`config.mk`:
```
export PLATFORM = sky130hd
export DESIGN_NAME = uart_irq_ctrl
export DESIGN_NICKNAME = d
export VERILOG_FILES = /design/src/rtl/uart_irq_pkg.sv /design/src/rtl/uart_irq_err_latch.sv /design/src/rtl/uart_irq_mask_reg.sv /design/src/rtl/uart_irq_combine.sv /design/src/rtl/uart_irq_ctrl.sv
export SDC_FILE = /design/constraint.sdc
export NUM_CORES = 1
export LEC_CHECK = 0
export ABC_AREA = 1
export BUFFER_PORTS_ARGS = -buffer_cell sky130_fd_sc_hd__buf_2
export CORE_MARGIN = 8
export CORE_UTILIZATION = 45
export DETAILED_ROUTE_END_ITERATION = 8
export PLACE_DENSITY = 0.83
export SETUP_SLACK_MARGIN = 0.15
export SYNTH_ARGS = -nofsm -noshare
export SYNTH_HDL_FRONTEND = slang
export SYNTH_SLANG_ARGS = --single-unit
export TNS_END_PERCENT = 1
```
`constraint.sdc`:
```
create_clock -name clk_i -period 1 [get_ports clk_i]
set_input_delay 0 -clock clk_i [delete_from_list [all_inputs] [get_ports clk_i]]
set_output_delay 0 -clock clk_i [all_outputs]
set_load 0.005 [all_outputs]
```
`src/rtl/uart_irq_pkg.sv`:
```
package uart_irq_pkg;
  localparam int unsigned NUM_ERR = 4;
  localparam int unsigned NUM_SRC = NUM_ERR + 2;
  localparam int unsigned ADDR_W  = 2;

  localparam int unsigned IDX_RX  = 0;
  localparam int unsigned IDX_TX  = 1;
  localparam int unsigned IDX_ERR = 2;

  typedef logic [NUM_SRC-1:0] src_vec_t;
  typedef logic [NUM_ERR-1:0] err_vec_t;

  typedef enum logic [ADDR_W-1:0] {
    ADDR_MASK   = 2'd0,
    ADDR_RAW    = 2'd1,
    ADDR_MASKED = 2'd2,
    ADDR_CLR    = 2'd3
  } reg_addr_e;
endpackage

```
`src/rtl/uart_irq_err_latch.sv`:
```
module uart_irq_err_latch #(
  parameter int unsigned N = 4
) (
  input  logic         clk_i,
  input  logic         rst_ni,
  input  logic [N-1:0] set_i,
  input  logic [N-1:0] clr_i,
  output logic [N-1:0] q_o
);
  for (genvar k = 0; k < N; k++) begin : g_bit
    // set has priority over clear
    always_ff @(posedge clk_i or negedge rst_ni) begin
      if (!rst_ni)       q_o[k] <= 1'b0;
      else if (set_i[k]) q_o[k] <= 1'b1;
      else if (clr_i[k]) q_o[k] <= 1'b0;
    end

    assert_err_set_R3: assert property (@(posedge clk_i) disable iff (!rst_ni)
      set_i[k] |=> q_o[k]);
    assert_err_clear_R4: assert property (@(posedge clk_i) disable iff (!rst_ni)
      (clr_i[k] && !set_i[k]) |=> !q_o[k]);
    assert_err_sticky_R3: assert property (@(posedge clk_i) disable iff (!rst_ni)
      (q_o[k] && !clr_i[k]) |=> q_o[k]);
    assert_err_no_spurious_R3: assert property (@(posedge clk_i) disable iff (!rst_ni)
      (!q_o[k] && !set_i[k]) |=> !q_o[k]);
  end
endmodule

```
`src/rtl/uart_irq_mask_reg.sv`:
```
module uart_irq_mask_reg #(
  parameter int unsigned W = 6
) (
  input  logic         clk_i,
  input  logic         rst_ni,
  input  logic         we_i,
  input  logic [W-1:0] wdata_i,
  output logic [W-1:0] q_o
);
  always_ff @(posedge clk_i or negedge rst_ni) begin
    if (!rst_ni)   q_o <= '0;
    else if (we_i) q_o <= wdata_i;
  end

  assert_mask_load_R6: assert property (@(posedge clk_i) disable iff (!rst_ni)
    we_i |=> (q_o == $past(wdata_i)));
  assert_mask_hold_R11: assert property (@(posedge clk_i) disable iff (!rst_ni)
    !we_i |=> $stable(q_o));
endmodule

```
`src/rtl/uart_irq_combine.sv`:
```
module uart_irq_combine #(
  parameter int unsigned N_SRC   = 6,
  parameter int unsigned ERR_LSB = 2
) (
  input  logic [N_SRC-1:0] raw_i,
  input  logic [N_SRC-1:0] mask_i,
  output logic [N_SRC-1:0] masked_o,
  output logic             err_o,
  output logic             any_o
);
  localparam int unsigned N_ERR = N_SRC - ERR_LSB;

  always_comb masked_o = raw_i & mask_i;

  logic [N_ERR-1:0] err_terms;
  for (genvar k = 0; k < N_ERR; k++) begin : g_err
    assign err_terms[k] = masked_o[ERR_LSB+k];
  end

  assign err_o = |err_terms;
  assign any_o = |masked_o;
endmodule

```
`src/rtl/uart_irq_ctrl.sv`:
```
module uart_irq_ctrl
  import uart_irq_pkg::*;
(
  input  logic               clk_i,
  input  logic               rst_ni,
  input  logic               rx_level_i,
  input  logic               tx_level_i,
  input  logic [NUM_ERR-1:0] err_evt_i,
  input  logic               reg_we_i,
  input  logic [ADDR_W-1:0]  reg_addr_i,
  input  logic [NUM_SRC-1:0] reg_wdata_i,
  output logic [NUM_SRC-1:0] reg_rdata_o,
  output logic [NUM_SRC-1:0] raw_o,
  output logic [NUM_SRC-1:0] masked_o,
  output logic [NUM_SRC-1:0] irq_src_o,
  output logic               irq_err_o,
  output logic               irq_o
);
  src_vec_t mask_q;
  err_vec_t err_q;
  err_vec_t err_clr;
  logic     mask_we;
  logic     clr_we;

  assign mask_we = reg_we_i && (reg_addr_i == ADDR_MASK);
  assign clr_we  = reg_we_i && (reg_addr_i == ADDR_CLR);
  assign err_clr = clr_we ? reg_wdata_i[IDX_ERR +: NUM_ERR] : '0;

  uart_irq_mask_reg #(.W(NUM_SRC)) u_mask (
    .clk_i   (clk_i),
    .rst_ni  (rst_ni),
    .we_i    (mask_we),
    .wdata_i (reg_wdata_i),
    .q_o     (mask_q)
  );

  uart_irq_err_latch #(.N(NUM_ERR)) u_err (
    .clk_i  (clk_i),
    .rst_ni (rst_ni),
    .set_i  (err_evt_i),
    .clr_i  (err_clr),
    .q_o    (err_q)
  );

  always_comb begin
    raw_o                     = '0;
    raw_o[IDX_RX]             = rx_level_i;
    raw_o[IDX_TX]             = tx_level_i;
    raw_o[IDX_ERR +: NUM_ERR] = err_q;
  end

  uart_irq_combine #(.N_SRC(NUM_SRC), .ERR_LSB(IDX_ERR)) u_comb (
    .raw_i    (raw_o),
    .mask_i   (mask_q),
    .masked_o (masked_o),
    .err_o    (irq_err_o),
    .any_o    (irq_o)
  );

  assign irq_src_o = masked_o;

  always_comb begin
    unique case (reg_addr_i)
      ADDR_MASK:   reg_rdata_o = mask_q;
      ADDR_RAW:    reg_rdata_o = raw_o;
      ADDR_MASKED: reg_rdata_o = masked_o;
      default:     reg_rdata_o = '0;
    endcase
  end

  assert_err_implies_any_R9: assert property (@(posedge clk_i) disable iff (!rst_ni)
    irq_err_o |-> irq_o);
  assert_masked_within_mask_R7: assert property (@(posedge clk_i) disable iff (!rst_ni)
    (irq_src_o & ~mask_q) == '0);
  assert_any_needs_source_R9: assert property (@(posedge clk_i) disable iff (!rst_ni)
    irq_o |-> (raw_o != '0));
  assert_ro_write_ignored_R11: assert property (@(posedge clk_i) disable iff (!rst_ni)
    (reg_we_i && (reg_addr_i == ADDR_RAW || reg_addr_i == ADDR_MASKED)) |=> $stable(mask_q));
  assert_err_line_err_only_R8: assert property (@(posedge clk_i) disable iff (!rst_ni)
    irq_err_o |-> (err_q != '0));
endmodule

```
==> results of run 1 <==
-- worst max-delay path: stages, from the launching register on --
cell     delay (ns)
dfrtp_1        0.41
buf_4          0.14
inv_2          0.03
o21ai_1        0.10
nand2_1        0.06
inv_1          0.05
buf_2          0.10
-- layout make-up --
type,count,area (sq um),share of cell area
Sequential cell,10,250,0.230
Timing Repair Buffer,60,388,0.356
Tap cell,16,20.0,0.0184
Multi-Input combinational cell,62,274,0.252
Inverter,32,120,0.110
Clock buffer,4,36.3,0.0333
-- where the power goes --
group	internal [mW]	leakage (nW)	switching, mW	total [mW]
Clock	0.221	0.0210	0.144	0.365
Sequential	0.449	0.111	0.0427	0.491
Combinational	0.238	0.607	0.258	0.496
Total	0.908	0.739	0.444	1.35
-- flip-flops by register name, indices dropped and copies added (netlist names) --
signal      cells
u_err.q_o       4
u_mask.q_o      6
-- worst max-delay path by stage --
| stage | start | endpoint | slack [ns] | cells after the start |
|---|---|---|---|---|
| after detailed placement | u_mask.q_o[3] | irq_o | 0.10 | 5 |
| after global routing | u_err.q_o[0] | irq_o | -0.24 | 5 |
| after CTS | u_mask.q_o[3] | irq_o | -0.12 | 5 |
| final | u_mask.q_o[3] | reg_rdata_o[3] | -0.14 | 6 |
| after global placement | u_err.q_o[1] | irq_o | 0.16 | 5 |
| after floorplan | u_err.q_o[0] | irq_o | 0.30 | 4 |
-- layer usage --
layer	up-vias	GRT usage	share of wire	routed length (microns)
met2	33	0.271	0.54	1280
met5	-	0	0	0
met4	0	0.0669	0.020	47
met3	8	0.0457	0.076	178
met1	411	0.135	0.36	850
li1	430	-	-	-
-- synth_stat cells (all sizes together) --
cell type,n,area (sq um)
nor2,2,15.0
nand4,4,25.0
inv,32,120
o21ai,6,30.0
nand3,6,30.0
buf,10,70.1
dfrtp,10,250
nand2,44,165
-- repair_timing --
action                                  in CTS  in global routing
endpoints found under the hold margin       19                  0
resized for setup                            8                  7
buffers inserted                             4                  3
pin swaps                                    6                  4
endpoints found under the setup margin      20                 23
hold buffers                                10                  0
-- through the flow --
step,area (sq um),setup WS (ns),instances
floorplan,706,0.295,114
global placement,873,0.164,163
detailed placement,873,0.104,163
CTS,1040,-0.120,181
global route,1090,-0.238,184
finish,1090,-0.144,184
-- kinds of logic after synthesis --
group / synth area share
AOI/OAI and AO/OA: 0.0426
DFF: 0.355
buffers and inverters: 0.270
and+or+nand+nor: 0.333
==> flow_metrics.py, run 1 <==
metrics = {
    "floorplanning": {
        "die_x_microns": 55.6,
        "initial_core_util": 0.474,
        "placeableCoreArea_sq_um": 1490,
        "die_height_microns": 55.6,
        "placementRows": 14,
        "top_level_ports": 43,
        "die-area_sq_um": 3090,
    },
    "pwr": {
        "irDropWorstVdd_mv": 0.887,
        "powerDensity_nw_per_um2": 1240,
        "power_mw": 1.35,
        "total_leakage_power_nw": 0.739,
    },
    "grt": {
        "grt_usage": 0.144,
        "grt.overflow.total": 0,
        "antenna_found_initial": 0,
        "grt_pass1_vias": 867,
        "grt_max_degree": 13,
        "grt_pass1_wl_mm": 3.80,
    },
    "worst_setup_path": {
        "r2r_slack_ns": 0.13,
        "critical_path_class": "register to output port",
        "end_kind": "output port",
        "r2r_cells": 4,
        "r2r_start": "u_err.q_o[1]",
        "path_max_fanout": 3,
        "critPathRequiredTime_ns": 1.00,
        "arrival_ns": 1.14,
        "start_kind": "register",
        "rr_endpoint": "u_err.q_o[1]",
    },
    "logic_synthesis": {
        "yosysSeqAreaShare": 0.355,
        "synth_cell_types": 10,
        "syn_area_per_cell_sq_um": 6.19,
        "ys_warn_count": 0,
        "synth_area_sq_um": 706,
        "syn-num-nets": 131,
        "synth-seq-cells": 10,
        "postSynthCellCount": 114,
    },
    "cells_and_area": {
        "final_common_cell": "nand2_1",
        "final_util": 0.731,
        "nFillCells": 109,
        "layout_common_cells": "43 x nand2_1, 41 x buf_2, 30 x inv_1",
        "syn_to_final_growth_pct": 54.3,
        "diodes": 0,
        "final_layout_size_suffix_gt1_frac": 0.357,
        "final_net_count": 186,
    },
    "clocking": {
        "h-tree-depth": 1,
        "clock-root-buffer": "clkbuf_4",
        "clockBufferDepth": 2,
        "cts.sinks": 10,
        "clk_pin_slew_ns": 0.07,
        "cts_tree": "built",
        "cts_made_buffers": 3,
        "clock_latency_ns": 0.27,
    },
    "timing": {
        "whs_ns": 0.00819,
        "maxSlewViolCount": 0,
        "finalCritPeriodShare": 1.14,
        "setup_viol": 9,
        "fin_crit_ns": 1.14,
        "rsz0062_at_grt": "yes",
        "tightest_slew_ns": 0.258,
        "setup_slack_ns": -0.144,
        "finalSetupTns_ns": -0.631,
        "finalHoldViolCount": 0,
        "slew_headroom": 0.828,
        "fmax_ghz": 0.874,
        "fin_worst_skew_ns": 0,
    },
    "drt": {
        "first_pass_iters": 6,
        "drt-initial-drc-count": 36,
        "viasPerCell": 4.79,
        "drc": 0,
        "vias": 882,
        "ant_nets": 0,
        "wirelength_mm": 2.36,
        "avgRoutedWirePerCell_microns": 12.8,
    },
    "min_path": {
        "min_path_type": "primary input to register",
        "min_path_cells": 3,
        "whs_endpoint": "u_mask.q_o[4]",
        "min_from": "reg_wdata_i[4]",
    },
    "place": {
        "numPortBuffers": 42,
        "gp_congestion": 0.783,
        "post-dp-hpwl_mm": 1.70,
    },
    "outcome": {
        "violations": "setup timing",
        "status": "complete, but fails checks",
    },
    "run": {
        "drv_cap": 0,
    },
}
(Power assumes the default switching activity.)
==> inputs of run 2 (changes only) <==
--- a/config.mk
+++ b/config.mk
@@ -10,6 +10,7 @@
 export CORE_MARGIN = 8
 export CORE_UTILIZATION = 45
 export DETAILED_ROUTE_END_ITERATION = 8
+export HOLD_SLACK_MARGIN = 0.03
 export PLACE_DENSITY = 0.83
 export SETUP_SLACK_MARGIN = 0.15
 export SYNTH_ARGS = -nofsm -noshare
==> flow_metrics.py, run 2 (same netlist as run 1, synthesis figures left out) <==
metrics = {
    "outcome": {
        "status": "complete, but fails checks",
        "violations": "setup timing",
    },
    "cells_and_area": {
        "syn_to_final_growth_pct": 55.7,
        "layout_common_cells": "43 x nand2_1, 41 x buf_2, 30 x inv_1",
        "top_register": "u_mask.q_o",
        "final_area_sq_um": 1100,
        "reg_top3": "u_mask.q_o: 6 flops, u_err.q_o: 4 flops",
        "final_util": 0.738,
        "final_layout_size_suffix_gt1_frac": 0.355,
        "largest_register_ffs": 6,
        "diodes": 0,
        "final_common_cell": "nand2_1",
        "final_net_count": 187,
    },
    "pwr": {
        "powerDensity_nw_per_um2": 1250,
        "power_mw": 1.37,
        "total_leakage_power_nw": 0.743,
        "irDropWorstVdd_mv": 0.951,
    },
    "grt": {
        "grt.overflow.total": 0,
        "antenna_found_initial": 0,
        "grt_usage": 0.145,
        "grt_pass1_wl_mm": 3.84,
        "grt_max_degree": 13,
        "grt_pass1_vias": 871,
    },
    "worst_setup_path": {
        "cp_cell_sequence": "buf_4 -> inv_2 -> o21ai_1 -> nand2_1 -> inv_1 -> buf_2",
        "cp_num_buf_inv": 4,
        "start_kind": "register",
        "r2r_slack_ns": 0.14,
        "critical_path_class": "register to output port",
        "r2r_cells": 4,
        "path_max_fanout": 3,
        "slowest_delay_ns": 0.41,
        "crit_cells": 6,
        "end_kind": "output port",
        "critPathSlowestCell": "dfrtp_1",
        "critPathRequiredTime_ns": 1.00,
        "cp_top_family": "flip-flops",
        "arrival_ns": 1.15,
    },
    "timing": {
        "setup_viol": 9,
        "finalCritPeriodShare": 1.15,
        "fmax_ghz": 0.872,
        "finalSetupTns_ns": -0.684,
        "fin_worst_skew_ns": 0,
        "maxSlewViolCount": 0,
        "slew_headroom": 0.815,
        "rsz0062_at_grt": "yes",
        "finalHoldViolCount": 0,
        "whs_ns": 0.0779,
        "setup_slack_ns": -0.147,
        "fin_crit_ns": 1.15,
        "tightest_slew_ns": 0.277,
    },
    "drt": {
        "wirelength_mm": 2.44,
        "vias": 893,
        "viasPerCell": 4.83,
        "avgRoutedWirePerCell_microns": 13.2,
        "drc": 0,
        "drt-initial-drc-count": 39,
        "ant_nets": 0,
        "first_pass_iters": 4,
    },
    "floorplanning": {
        "top_level_ports": 43,
        "die-area_sq_um": 3090,
        "die_height_microns": 55.6,
        "die_x_microns": 55.6,
        "placementRows": 14,
        "initial_core_util": 0.474,
        "placeableCoreArea_sq_um": 1490,
    },
    "clocking": {
        "clockBufferDepth": 2,
        "clk_pin_slew_ns": 0.07,
        "cts.sinks": 10,
        "cts_tree": "built",
        "clock-root-buffer": "clkbuf_4",
        "h-tree-depth": 1,
        "clock_latency_ns": 0.27,
        "cts_made_buffers": 3,
    },
    "min_path": {
        "min_path_type": "primary input to register",
        "min_path_cells": 3,
    },
    "place": {
        "placed_cell_area_sq_um": 873,
        "numPortBuffers": 42,
        "post-dp-hpwl_mm": 1.70,
        "gp_congestion": 0.783,
    },
    "run": {
        "drv_cap": 0,
    },
}
[run 2: cell count changes in the layout (fill, tap and decap cells not counted)]
cell	change
dlygate4sd3_1	+1
[run 2: area by class of cell]
class,instances,area (sq um)
timing repair buffer,61,398
fill,112,390
multi-input combinational,62,274
sequential,10,250
inverter,32,120
clock buffer,4,36.3
tap,16,20.0
[run 2: layer usage]
metal | GRT usage | wire [microns] | up-vias
met5 | 0 | 0 | -
met4 | 0.0669 | 47 | 0
met3 | 0.0457 | 165 | 8
met2 | 0.274 | 1300 | 29
met1 | 0.136 | 926 | 424
li1 | - | - | 432
[run 2: per-stage QoR]
step           worst slack [ns]  instances
2_1_floorplan             0.295        114
3_3_place_gp              0.164        163
3_5_place_dp              0.104        163
4_1_cts                  -0.120        182
5_1_grt                  -0.246        185
6_report                 -0.147        185
[run 2: final timing paths]
check                                    from              to
worst max-delay path            u_mask.q_o[3]  reg_rdata_o[3]
max in group asynchronous              rst_ni   u_mask.q_o[4]
worst min register to register  u_mask.q_o[5]   u_mask.q_o[5]
worst min-delay path                 reg_we_i   u_mask.q_o[1]
worst max register to register   u_err.q_o[1]    u_err.q_o[1]
min in group asynchronous              rst_ni    u_err.q_o[1]
[run 2: tightest hold or removal path, delay by kind of cell]
| family | cells | cell delay [ns] |
|---|---|---|
| buf+inv | 1 | 0.16 |
| simple gates | 2 | 0.15 |
[run 2: repair_timing]
| action | 4_1_cts | 5_1_grt |
|---|---|---|
| resized for setup | 8 | 7 |
| gates cloned | 0 | 0 |
| pin swaps | 6 | 4 |
| hold buffers | 11 | 0 |
| setup endpoints to repair | 20 | 23 |
| hold endpoints to repair | 20 | 0 |
| setup buffers | 4 | 3 |
[run 2: where the power goes]
part / internal (mW) / total [mW] / switching [mW]
combinational: 0.241 / 0.501 / 0.260
sequential: 0.449 / 0.493 / 0.0442
clock: 0.221 / 0.375 / 0.154
total: 0.910 / 1.37 / 0.458
